===== src/rtl/txdma_pkg.sv =====
// Shared types for the transmit descriptor ring run controller.
// Assumes: nothing beyond the encodings declared here.
package txdma_pkg;

    // Internal phase; running is split into fetch and frame-in-progress.
    typedef enum logic [1:0] {
        PH_STOP  = 2'd0,
        PH_FETCH = 2'd1,
        PH_SUSP  = 2'd2,
        PH_XFER  = 2'd3
    } phase_t;

    // Externally visible run state encoding.
    localparam logic [1:0] RS_STOPPED   = 2'b00;
    localparam logic [1:0] RS_RUNNING   = 2'b01;
    localparam logic [1:0] RS_SUSPENDED = 2'b10;

endpackage


===== src/rtl/txdma_ring_pos.sv =====
// Ring position register: holds the current descriptor index and
// produces its byte address. Advances one entry on request and wraps
// after the last programmed entry.
// Assumes: STRIDE is a power of two; ring_count of 0 behaves like 1.
module txdma_ring_pos #(
    parameter int ADDR_W = 32,
    parameter int IDX_W  = 8,
    parameter int STRIDE = 16
) (
    input  logic              clk,
    input  logic              rst_n,
    input  logic              advance,
    input  logic [ADDR_W-1:0] ring_base,
    input  logic [IDX_W-1:0]  ring_count,
    output logic [IDX_W-1:0]  idx,
    output logic [ADDR_W-1:0] addr
);
    localparam int STRIDE_SH = $clog2(STRIDE);

    logic [IDX_W-1:0] last_idx;
    logic [IDX_W-1:0] next_idx;

    // Compute the last valid index and the wrapped successor.
    always_comb begin
        last_idx = (ring_count == '0) ? '0 : ring_count - 1'b1;
        next_idx = (idx >= last_idx) ? '0 : idx + 1'b1;
    end

    // Hold the index; move forward one entry when told to.
    always_ff @(posedge clk) begin
        if (!rst_n)       idx <= '0;
        else if (advance) idx <= next_idx;
    end

    // Byte address of the current entry.
    assign addr = ring_base + (ADDR_W'(idx) << STRIDE_SH);

endmodule


===== src/rtl/txdma_run_fsm.sv =====
// Run-state sequencer: stopped, fetching, frame in progress, suspended.
// Starts only from stopped, defers a stop until the current frame ends,
// suspends on an unowned descriptor and retries on a poll strobe.
// Assumes: desc_ack is meaningful only while fetch_req is high.
module txdma_run_fsm
    import txdma_pkg::*;
(
    input  logic       clk,
    input  logic       rst_n,
    input  logic       run_en,
    input  logic       desc_ack,
    input  logic       desc_owned,
    input  logic       frame_done,
    input  logic       poll_kick,
    output logic       advance,
    output logic       unowned_hit,
    output logic       fetch_req,
    output logic [1:0] run_state
);
    phase_t phase, phase_nx;

    // Next-phase selection and event pulses.
    always_comb begin
        phase_nx    = phase;
        advance     = 1'b0;
        unowned_hit = 1'b0;
        unique case (phase)
            PH_STOP:  if (run_en) phase_nx = PH_FETCH;
            PH_FETCH: begin
                if (!run_en)        phase_nx = PH_STOP;
                else if (desc_ack) begin
                    if (desc_owned) phase_nx = PH_XFER;
                    else begin
                        phase_nx    = PH_SUSP;
                        unowned_hit = 1'b1;
                    end
                end
            end
            PH_XFER: if (frame_done) begin
                advance  = 1'b1;
                phase_nx = run_en ? PH_FETCH : PH_STOP;
            end
            PH_SUSP: begin
                if (!run_en)        phase_nx = PH_STOP;
                else if (poll_kick) phase_nx = PH_FETCH;
            end
            default: phase_nx = PH_STOP;
        endcase
    end

    // Phase register.
    always_ff @(posedge clk) begin
        if (!rst_n) phase <= PH_STOP;
        else        phase <= phase_nx;
    end

    // Map the internal phase onto the visible run state.
    always_comb begin
        fetch_req = (phase == PH_FETCH);
        unique case (phase)
            PH_FETCH, PH_XFER: run_state = RS_RUNNING;
            PH_SUSP:           run_state = RS_SUSPENDED;
            default:           run_state = RS_STOPPED;
        endcase
    end

endmodule


===== src/rtl/txdma_sticky_flag.sv =====
// Sticky status bit with write-one-to-clear; a set wins over a clear
// that arrives in the same cycle.
// Assumes: set and clr are single-cycle qualified pulses.
module txdma_sticky_flag (
    input  logic clk,
    input  logic rst_n,
    input  logic set,
    input  logic clr,
    output logic q
);
    // Hold, set or clear the flag.
    always_ff @(posedge clk) begin
        if (!rst_n)   q <= 1'b0;
        else if (set) q <= 1'b1;
        else if (clr) q <= 1'b0;
    end
endmodule


===== src/rtl/txdma_run_ctrl.sv =====
// Top of the transmit descriptor ring run controller: joins the run
// sequencer, the ring position register and the no-buffer flag.
// Assumes: ring_base and ring_count are static while the engine runs.
module txdma_run_ctrl #(
    parameter int ADDR_W = 32,
    parameter int IDX_W  = 8,
    parameter int STRIDE = 16
) (
    input  logic              clk,
    input  logic              rst_n,
    input  logic              run_en,
    input  logic [ADDR_W-1:0] ring_base,
    input  logic [IDX_W-1:0]  ring_count,
    input  logic              desc_ack,
    input  logic              desc_owned,
    input  logic              frame_done,
    input  logic              poll_kick,
    input  logic              unavail_clr,
    output logic [ADDR_W-1:0] desc_addr,
    output logic              fetch_req,
    output logic [1:0]        run_state,
    output logic              buf_unavail
);
    logic             advance;
    logic             unowned_hit;
    logic [IDX_W-1:0] pos_idx;

    txdma_run_fsm u_fsm (
        .clk         (clk),
        .rst_n       (rst_n),
        .run_en      (run_en),
        .desc_ack    (desc_ack),
        .desc_owned  (desc_owned),
        .frame_done  (frame_done),
        .poll_kick   (poll_kick),
        .advance     (advance),
        .unowned_hit (unowned_hit),
        .fetch_req   (fetch_req),
        .run_state   (run_state)
    );

    txdma_ring_pos #(
        .ADDR_W (ADDR_W),
        .IDX_W  (IDX_W),
        .STRIDE (STRIDE)
    ) u_pos (
        .clk        (clk),
        .rst_n      (rst_n),
        .advance    (advance),
        .ring_base  (ring_base),
        .ring_count (ring_count),
        .idx        (pos_idx),
        .addr       (desc_addr)
    );

    txdma_sticky_flag u_flag (
        .clk   (clk),
        .rst_n (rst_n),
        .set   (unowned_hit),
        .clr   (unavail_clr),
        .q     (buf_unavail)
    );

endmodule


===== config.mk =====
export PLATFORM = sky130hd
export DESIGN_NAME = txdma_run_ctrl
export DESIGN_NICKNAME = d
export VERILOG_FILES = /design/src/rtl/txdma_pkg.sv /design/src/rtl/txdma_ring_pos.sv /design/src/rtl/txdma_run_fsm.sv /design/src/rtl/txdma_sticky_flag.sv /design/src/rtl/txdma_run_ctrl.sv
export SDC_FILE = /design/constraint.sdc
export NUM_CORES = 1
export LEC_CHECK = 0
export ABC_AREA = 1
export BUFFER_PORTS_ARGS = -buffer_cell sky130_fd_sc_hd__buf_2
export CAP_MARGIN = 40
export CORE_MARGIN = 5
export CORE_UTILIZATION = 35
export DETAILED_ROUTE_END_ITERATION = 10
export PLACE_DENSITY = 0.75
export SLEW_MARGIN = 20
export SYNTH_ARGS = -nofsm -noshare
export SYNTH_HDL_FRONTEND = slang
export SYNTH_SLANG_ARGS = --single-unit

===== constraint.sdc =====
create_clock -name clk -period 1.9 [get_ports clk]
set_clock_uncertainty 0.1 [all_clocks]
set_input_delay 0.19 -clock clk [delete_from_list [all_inputs] [get_ports clk]]
set_output_delay 0.19 -clock clk [all_outputs]
set_load 0.02 [all_outputs]

[After elaboration in Yosys (flattened, before gate mapping)]
Cells that the tools add are included.
Storage, ports and cells
  register bits: 11
  bits in latches: 0
  memory bits (writable): 0
  ROM bits: 0
  input bits: 48
  output and inout bits: 36
  word-level logic and storage cells: 39
  memories kept: 0
Cells by class
  add/subtract/negate cells: 3
  multipliers: 0
  div/mod/pow operators: 0
  $lt $le $gt $ge: 1
  eq/ne operators: 7
  shift-type cells: 0
  muxes and demuxes: 20
  bitwise logic cells: 0
  reduce and logical (&&, ||, !) cells: 5
Operators with widths (number)
  $add 32x12->32: 1
  $mux 8: 2
  $mux 2: 6
  $mux 1: 10
  $add 8x1->8 const B: 1
  $ge 8x8->1: 1
  $logic_not 8->1: 1
  $pmux 2 s4: 1
  $sub 8x1->8 const B: 1
  $ne 3x3->1 const B: 2
  $eq 2x2->1 const B: 2
  $ne 2x2->1 const B: 2
  $pmux 2 s2: 1
  $reduce_and 4->1: 1
  $eq 2x1->1 const B: 1
  $logic_not 2->1: 1
  $reduce_bool 2->1: 1
  $reduce_or 2->1: 1

[Depth between registers and ports, before layout]
Gate-level depths: netlist of the first run.
  depth in word-level cells: 5
  mapped depth: 18
  gate-level depth less buffers: 18

[By module]
Synthesis of the first run repeated with hierarchy kept, for this count alone.
Second synthesis, totals
  cell total of the unflattened synthesis: 386
  area, all modules: 2122.0 um^2
By module, submodules not included
  txdma_ring_pos: times used 1, cells an instance 342, area an instance 1886.8 um^2, seq. area each 160.2 um^2
  txdma_run_fsm: times used 1, cells an instance 38, area an instance 191.4 um^2, seq. area each 40.0 um^2
  txdma_sticky_flag: times used 1, cells an instance 6, area an instance 43.8 um^2, seq. area each 20.0 um^2

[Worst setup path before layout of the first run]
No wires, ideal clock.
  path kind: flip-flop to output port
  start: register u_pos.idx[0]
  end: output port desc_addr[16]
  arrival time: 1.794 ns
  data required time: 1.610 ns
  setup slack: -0.184 ns
  cell stages (with the launch flop): 10
  path buffers: 0
  cells stage by stage: dfxtp_1 > ha_1 > inv_1 > fa_1 > nor2_1 > nor2_1 > inv_1 > nand3_1 > nand2_1 > xor2_1
Between the ends
  cells in the longest elaborated chain, start to end: 1
RTL lines
  from (decl): RTL line txdma_ring_pos.sv:15  | output logic [IDX_W-1:0] idx,
  from (signal assigned): RTL line txdma_ring_pos.sv:32  | else if (advance) idx <= next_idx;
  $add 32x12->32: RTL line txdma_ring_pos.sv:36  | assign addr = ring_base + (ADDR_W'(idx) << STRIDE_SH);
  to (decl): RTL line txdma_run_ctrl.sv:19  | output logic [ADDR_W-1:0] desc_addr,
No other way between the ends.

[Worst setup path after layout of the first run]
  start: register u_pos.idx[0]
  end: output port desc_addr[24]
The elaborated chain is that of the path after synthesis.

==> flow_summary.ini, run 1 <==
[cts]
h-tree-depth = 1
ctsRootBufferMaster = clkbuf_8
clk_path_buf_depth = 2
clk-insertion-delay-late_ps = 240
cts_buffers = 3
cts_tree = done
clock_sinks = 11
clk_pin_slew_worst_paths_ps = 50

[place]
hpwl_mm = 5.34
portBuffers = 75
place.gp.congestion = 0.907

[detailed_routing]
drt_first_pass_iters = 4
drtAntennaViolNets = 0
vias_per_cell = 4.85
avgRoutedWirePerCell_microns = 12.2
dr_total_vias = 2736
drc_errors = 0
totalWireLength_mm = 6.91
first_iter_violations = 59

[grt]
grt_pass1_vias = 2762
grt_pass1_wl_mm = 10.9
antenna_found_initial = 0
grt_max_degree = 9
grtUsageTotal_pct = 17.3
globalRouteOverflowTotal = 0

[floorplan]
dieArea_sq_um = 7620
coreArea_sq_um = 5850
io_pins = 84
die_y_microns = 87.3
die_x_microns = 87.3
rows = 28
initial_core_util_pct = 35.8

[final_layout]
synthToLayoutAreaGrowth_pct = 68.9
drive_gt1_share_pct = 48.1
final_util_pct = 60.4
antennaDiodeCount = 0
nFillCells = 524
final_nets = 557

[synth]
synth.most_common_cell = nand2_1
yosysTopAreaCellShare_pct = 24.2
synthArstFlopShare_pct = 0
synthCells = 381
synth_seq_cells = 11
syn_area_sq_um = 2090
synth.distinct_cells = 33
synth_area_leaders = nand2_1, inv_1, ha_1
yosys.area.top_type = nand2_1
ys.flop_type = dfxtp_1
synth_edf_count = 0
ys_warn_count = 0
synth.avg_cell_area_sq_um = 5.49
synth_nets = 448
ys_seq_area_share_pct = 10.5
synth_common_cells = nand2_1, inv_1, nor2_1, nand3_1, ha_1

[worst_setup_path]
critPathSlowestCell = dfxtp_4
cp.arrival_ps = 1900
max_stage_delay_ps = 360
path_max_fanout = 3
cp_cell_sequence = ha_4, inv_2, fa_2, nor2_2, nor2_2, inv_2, nand3_2, nand2_4, nand3_1, nand2_2, buf_6
worstSetupPathType = register to output pin
end_kind = output pin
start_kind = register
cp_data_required_time_ps = 1610

[sta]
worstMarginPinSlew_ps = 401
slew_viol_final = 0
finalCriticalPeriod_ps = 2190
rsz0062_at_grt = true
setup_viol = 23
setup_tns_ps = -3540
finalCritPeriodShare_pct = 115
slew_headroom_pct = 73.0
hold_violations = 0
fin_ws_ps = -290
timing.fmax_ghz = 0.457

[worst_hold_path]
holdCritPathClass = input port to register

[pwr]
peakVddDrop_mv = 0.388
powerDensity_nw_per_um2 = 275
p_leak_nw = 1.82

[job]
max_cap_viol_count = 0

[run_status]
violations = negative setup slack
status = finished with violations
-- metrics by stage --
step | area [sq um] | instances | worst slack, ps | hold WS [ps] | power, mW
6_report | 3530 | 564 | -290 | 152 | 0.973
3_5_place_dp | 2830 | 556 | -351 | 280 | 0.649
2_1_floorplan | 2170 | 381 | 7.64 | 242 | 0.492
5_1_grt | 3530 | 564 | -379 | 174 | 1.03
3_3_place_gp | 2830 | 556 | -222 | 280 | 0.641
4_1_cts | 3280 | 562 | -360 | 150 | 0.948
-- sequential cells by signal (all words and copies together), names as in the netlist --
register,cells
u_fsm.phase,2
u_flag.q,1
u_pos.idx,8
-- kinds of logic after synthesis --
group | after synthesis | share of synthesized area [%]
compound gates | 18 | 4.90
xor+xnor | 17 | 7.12
fa+ha+maj | 19 | 11.7
buf+inv | 67 | 12.7
flops | 11 | 10.5
simple gates | 249 | 53.0
-- worst paths after layout --
kind	from	end	slack [ps]	cells past startpoint
worst max-delay path	u_pos.idx[0]	desc_addr[24]	-290	11
worst min-delay path	unavail_clr	u_flag.q	150	4
worst max register to register	u_pos.idx[1]	u_pos.idx[4]	120	13
worst min register to register	u_flag.q	u_flag.q	400	2
-- cell type report --
type / count / area, sq um / share of cell area [%]
multi-input cells: 303 / 2150 / 60.8
repair buffers: 109 / 779 / 22.1
inverters: 62 / 233 / 6.59
flip-flops and latches: 11 / 233 / 6.59
clock buffers: 4 / 45.0 / 1.27
well taps: 75 / 93.8 / 2.66
-- layer usage --
layer	part of all wire [%]	global-route usage, %
met1	37	18.1
met2	53	34.2
met3	7.2	2.27
met4	2.9	6.14
met5	0	0
-- what timing repair did --
action | 4_1_cts | 5_1_grt
pin swaps | 28 | 49
hold buffers | 0 | 0
endpoints found under the setup margin | 33 | 33
gates resized for setup | 96 | 74
setup buffers | 2 | 3
-- worst max-delay path, delay by kind of cell (launching register included) --
family | cells | cell delay [ps]
buf+inv | 3 | 210
simple gates | 6 | 580
fa+ha+maj | 2 | 500
flops | 1 | 360
-- power breakdown --
| part | switching, mW | total [mW] | internal, mW |
|---|---|---|---|
| Combinational | 0.274 | 0.485 | 0.211 |
| Sequential | 0.0127 | 0.251 | 0.238 |
| Clock | 0.0900 | 0.237 | 0.147 |
-- cell usage in the layout (no fill, tap or decap), types with 3 or more instances in the layout --
cell and instances:
nand2_1 92, dfxtp_1 3, nand3_4 9, nand2_4 7, nor2_2 9, dfxtp_2 7
buf_6 23, nand3_1 18, nand3b_1 11, ha_1 7, nor2_4 7, buf_4 36
nor3_1 5, clkbuf_8 3, nor2_1 36, o21ai_0 4, buf_2 50, xor2_2 4
or2_2 3, nand2_2 37, inv_1 50, a21oi_2 3, nand3_2 4, nand4_1 6
inv_2 12, xor2_1 8, ha_4 10
Power figures use the tool's default switching activity.
==> run 2: changes to the inputs <==
Settings changed: PLACE_DENSITY 0.75 to 0.59.
==> run 2 against run 1 <==
Net effect: the run still ends with negative setup slack left; via count shrank 2.6%; setup slack lost 2.7 ps; utilization grew 1.0 points; sequential power is essentially flat; global-route usage grew 1.1 points; maximum frequency shrank 0.12%; non-clock buffer count grew 1; register-to-register slack gained 90 ps; total power grew 1.0%; sequential cell count is the same; largest cell class unchanged; largest power group unchanged.
==> flow_summary.ini, run 2 (synthesis results as in run 1) <==
[worst_setup_path]
reg2reg_from = u_pos.idx[0]
cp.arrival_ps = 1900
start_kind = register
rr_worst_depth = 13
end_kind = output pin
max_stage_delay_ps = 380
critical_path_buf_inv_count = 3
reg2reg_to = u_pos.idx[0]
cp_cell_sequence = ha_4, inv_2, fa_2, nor2_4, nor2_4, inv_2, nand2_2, nand2b_4, nand2_2, nand2_2, nand2_2, buf_6
cp_data_required_time_ps = 1610
rrSetupSlack_ps = 210
path_max_fanout = 5
worstSetupPathType = register to output pin
critPathSlowestCell = fa_2
crit_top_cell = nand2_2
critPathTopFamily = simple AND/OR/NAND/NOR gates

[cts]
h-tree-depth = 1
clk_path_buf_depth = 2
clk_pin_slew_worst_paths_ps = 50
cts_buffers = 3
ctsRootBufferMaster = clkbuf_8
cts_tree = done
clk-insertion-delay-late_ps = 240
clock_sinks = 11

[sta]
fin_ws_ps = -292
slew_viol_final = 0
finalCriticalPeriod_ps = 2190
setup_viol = 25
slew_headroom_pct = 71.3
hold_slack_ps = 138
hold_violations = 0
timing.fmax_ghz = 0.456
rsz0062_at_grt = true
worstMarginPinSlew_ps = 427
finalCritPeriodShare_pct = 115

[worst_hold_path]
hold_path_depth = 4
holdPathEnd = u_flag.q
min_from = unavail_clr
holdCritPathClass = input port to register

[floorplan]
die_x_microns = 87.3
io_pins = 84
initial_core_util_pct = 35.8
coreArea_sq_um = 5850
rows = 28
die_y_microns = 87.3
dieArea_sq_um = 7620

[pwr]
powerDensity_nw_per_um2 = 274
peakVddDrop_mv = 0.304
p_leak_nw = 1.87

[detailed_routing]
dr_total_vias = 2666
first_iter_violations = 102
vias_per_cell = 4.72
totalWireLength_mm = 7.08
drtAntennaViolNets = 0
avgRoutedWirePerCell_microns = 12.5
drt_first_pass_iters = 4
drc_errors = 0

[final_layout]
final_util_pct = 61.4
mostFrequentLayoutCell = nand2_1
drive_gt1_share_pct = 48.4
nFillCells = 537
largest_reg_flops = 8
largest_register = u_pos.idx
reg.largest.list = u_pos.idx: 8 flops, u_fsm.phase: 2 flops, u_flag.q: 1 flops
antennaDiodeCount = 0
final_nets = 558
synthToLayoutAreaGrowth_pct = 71.7
mostFrequentLayoutCells = nand2_1, inv_1, buf_2, nor2_1, nand2_2

[grt]
grt_busiest_layer = met2
grtUsageTotal_pct = 18.4
antenna_found_initial = 0
use_met1_pct = 22.3
globalRouteOverflowTotal = 0
grt_max_degree = 9
grt_pass1_wl_mm = 11.4
gr-usage-met2_pct = 33.6
grt_pass1_vias = 2615
grtUsageMet3_pct = 1.80

[place]
hpwl_mm = 5.31
place_ws_ps = -357
place.gp.congestion = 0.839
portBuffers = 75

[run_status]
status = finished with violations
violations = negative setup slack

[job]
max_cap_viol_count = 0
-- run 2: cell types whose count changed in the layout (fill, tap and decap cells not counted), sizes merged --
cell / delta
buf: +1
-- run 2: per-layer routing --
metal  vias up  share of wire, %
met4         0               2.1
met1      1183                41
met2        67                52
met3        13               5.1
li1       1403                 -
met5         -                 0
-- run 2: worst max path at each step --
stage,cells past startpoint,slack [ps],from,endpoint
after floorplan,15,8,ring_count[0],u_pos.idx[0]
after global placement,18,-250,ring_count[0],u_pos.idx[0]
after detailed placement,18,-360,ring_count[0],u_pos.idx[5]
after CTS,12,-340,u_pos.idx[0],desc_addr[24]
after global routing,11,-410,u_pos.idx[0],desc_addr[26]
final,12,-290,u_pos.idx[0],desc_addr[20]
-- run 2: final cells by class --
type	count	area, sq um	share of cell area [%]
Multi-Input combinational cell	303	2180	60.7
Clock buffer	4	45.0	1.25
Timing Repair Buffer	110	806	22.4
Sequential cell	11	233	6.48
Inverter	62	233	6.48
Tap cell	75	93.8	2.61
-- run 2: per-stage QoR --
stage / power [mW] / area, sq um / cells / setup TNS, ps
finish: 0.983 / 3590 / 565 / -4130
global route: 1.05 / 3590 / 565 / -6320
CTS: 0.955 / 3360 / 563 / -3900
detailed placement: 0.643 / 2820 / 555 / -3620
global placement: 0.640 / 2820 / 555 / -2630
floorplan: 0.492 / 2170 / 381 / 0
-- run 2: power by group --
| group | switching [mW] | internal, mW | total [mW] |
|---|---|---|---|
| clock | 0.0952 | 0.148 | 0.243 |
| combinational | 0.274 | 0.213 | 0.487 |
| sequential | 0.0146 | 0.238 | 0.253 |
-- run 2: repair_timing --
action / in CTS / in global routing
buffers inserted: 6 / 4
endpoints found under the setup margin: 33 / 33
pin swaps: 36 / 40
gates resized for setup: 115 / 65
hold buffers: 0 / 0
-- run 2: worst register-to-register path, cell delays in order (launching register included) --
cell	delay, ps
dfxtp_4	360
buf_4	100
buf_4	120
inv_2	30
ha_1	280
nand2_1	70
nand3_1	60
nand2_1	70
nand2_1	40
nand2_1	50
nand2_1	70
nand2_2	70
nand2_4	90
nor2_1	100
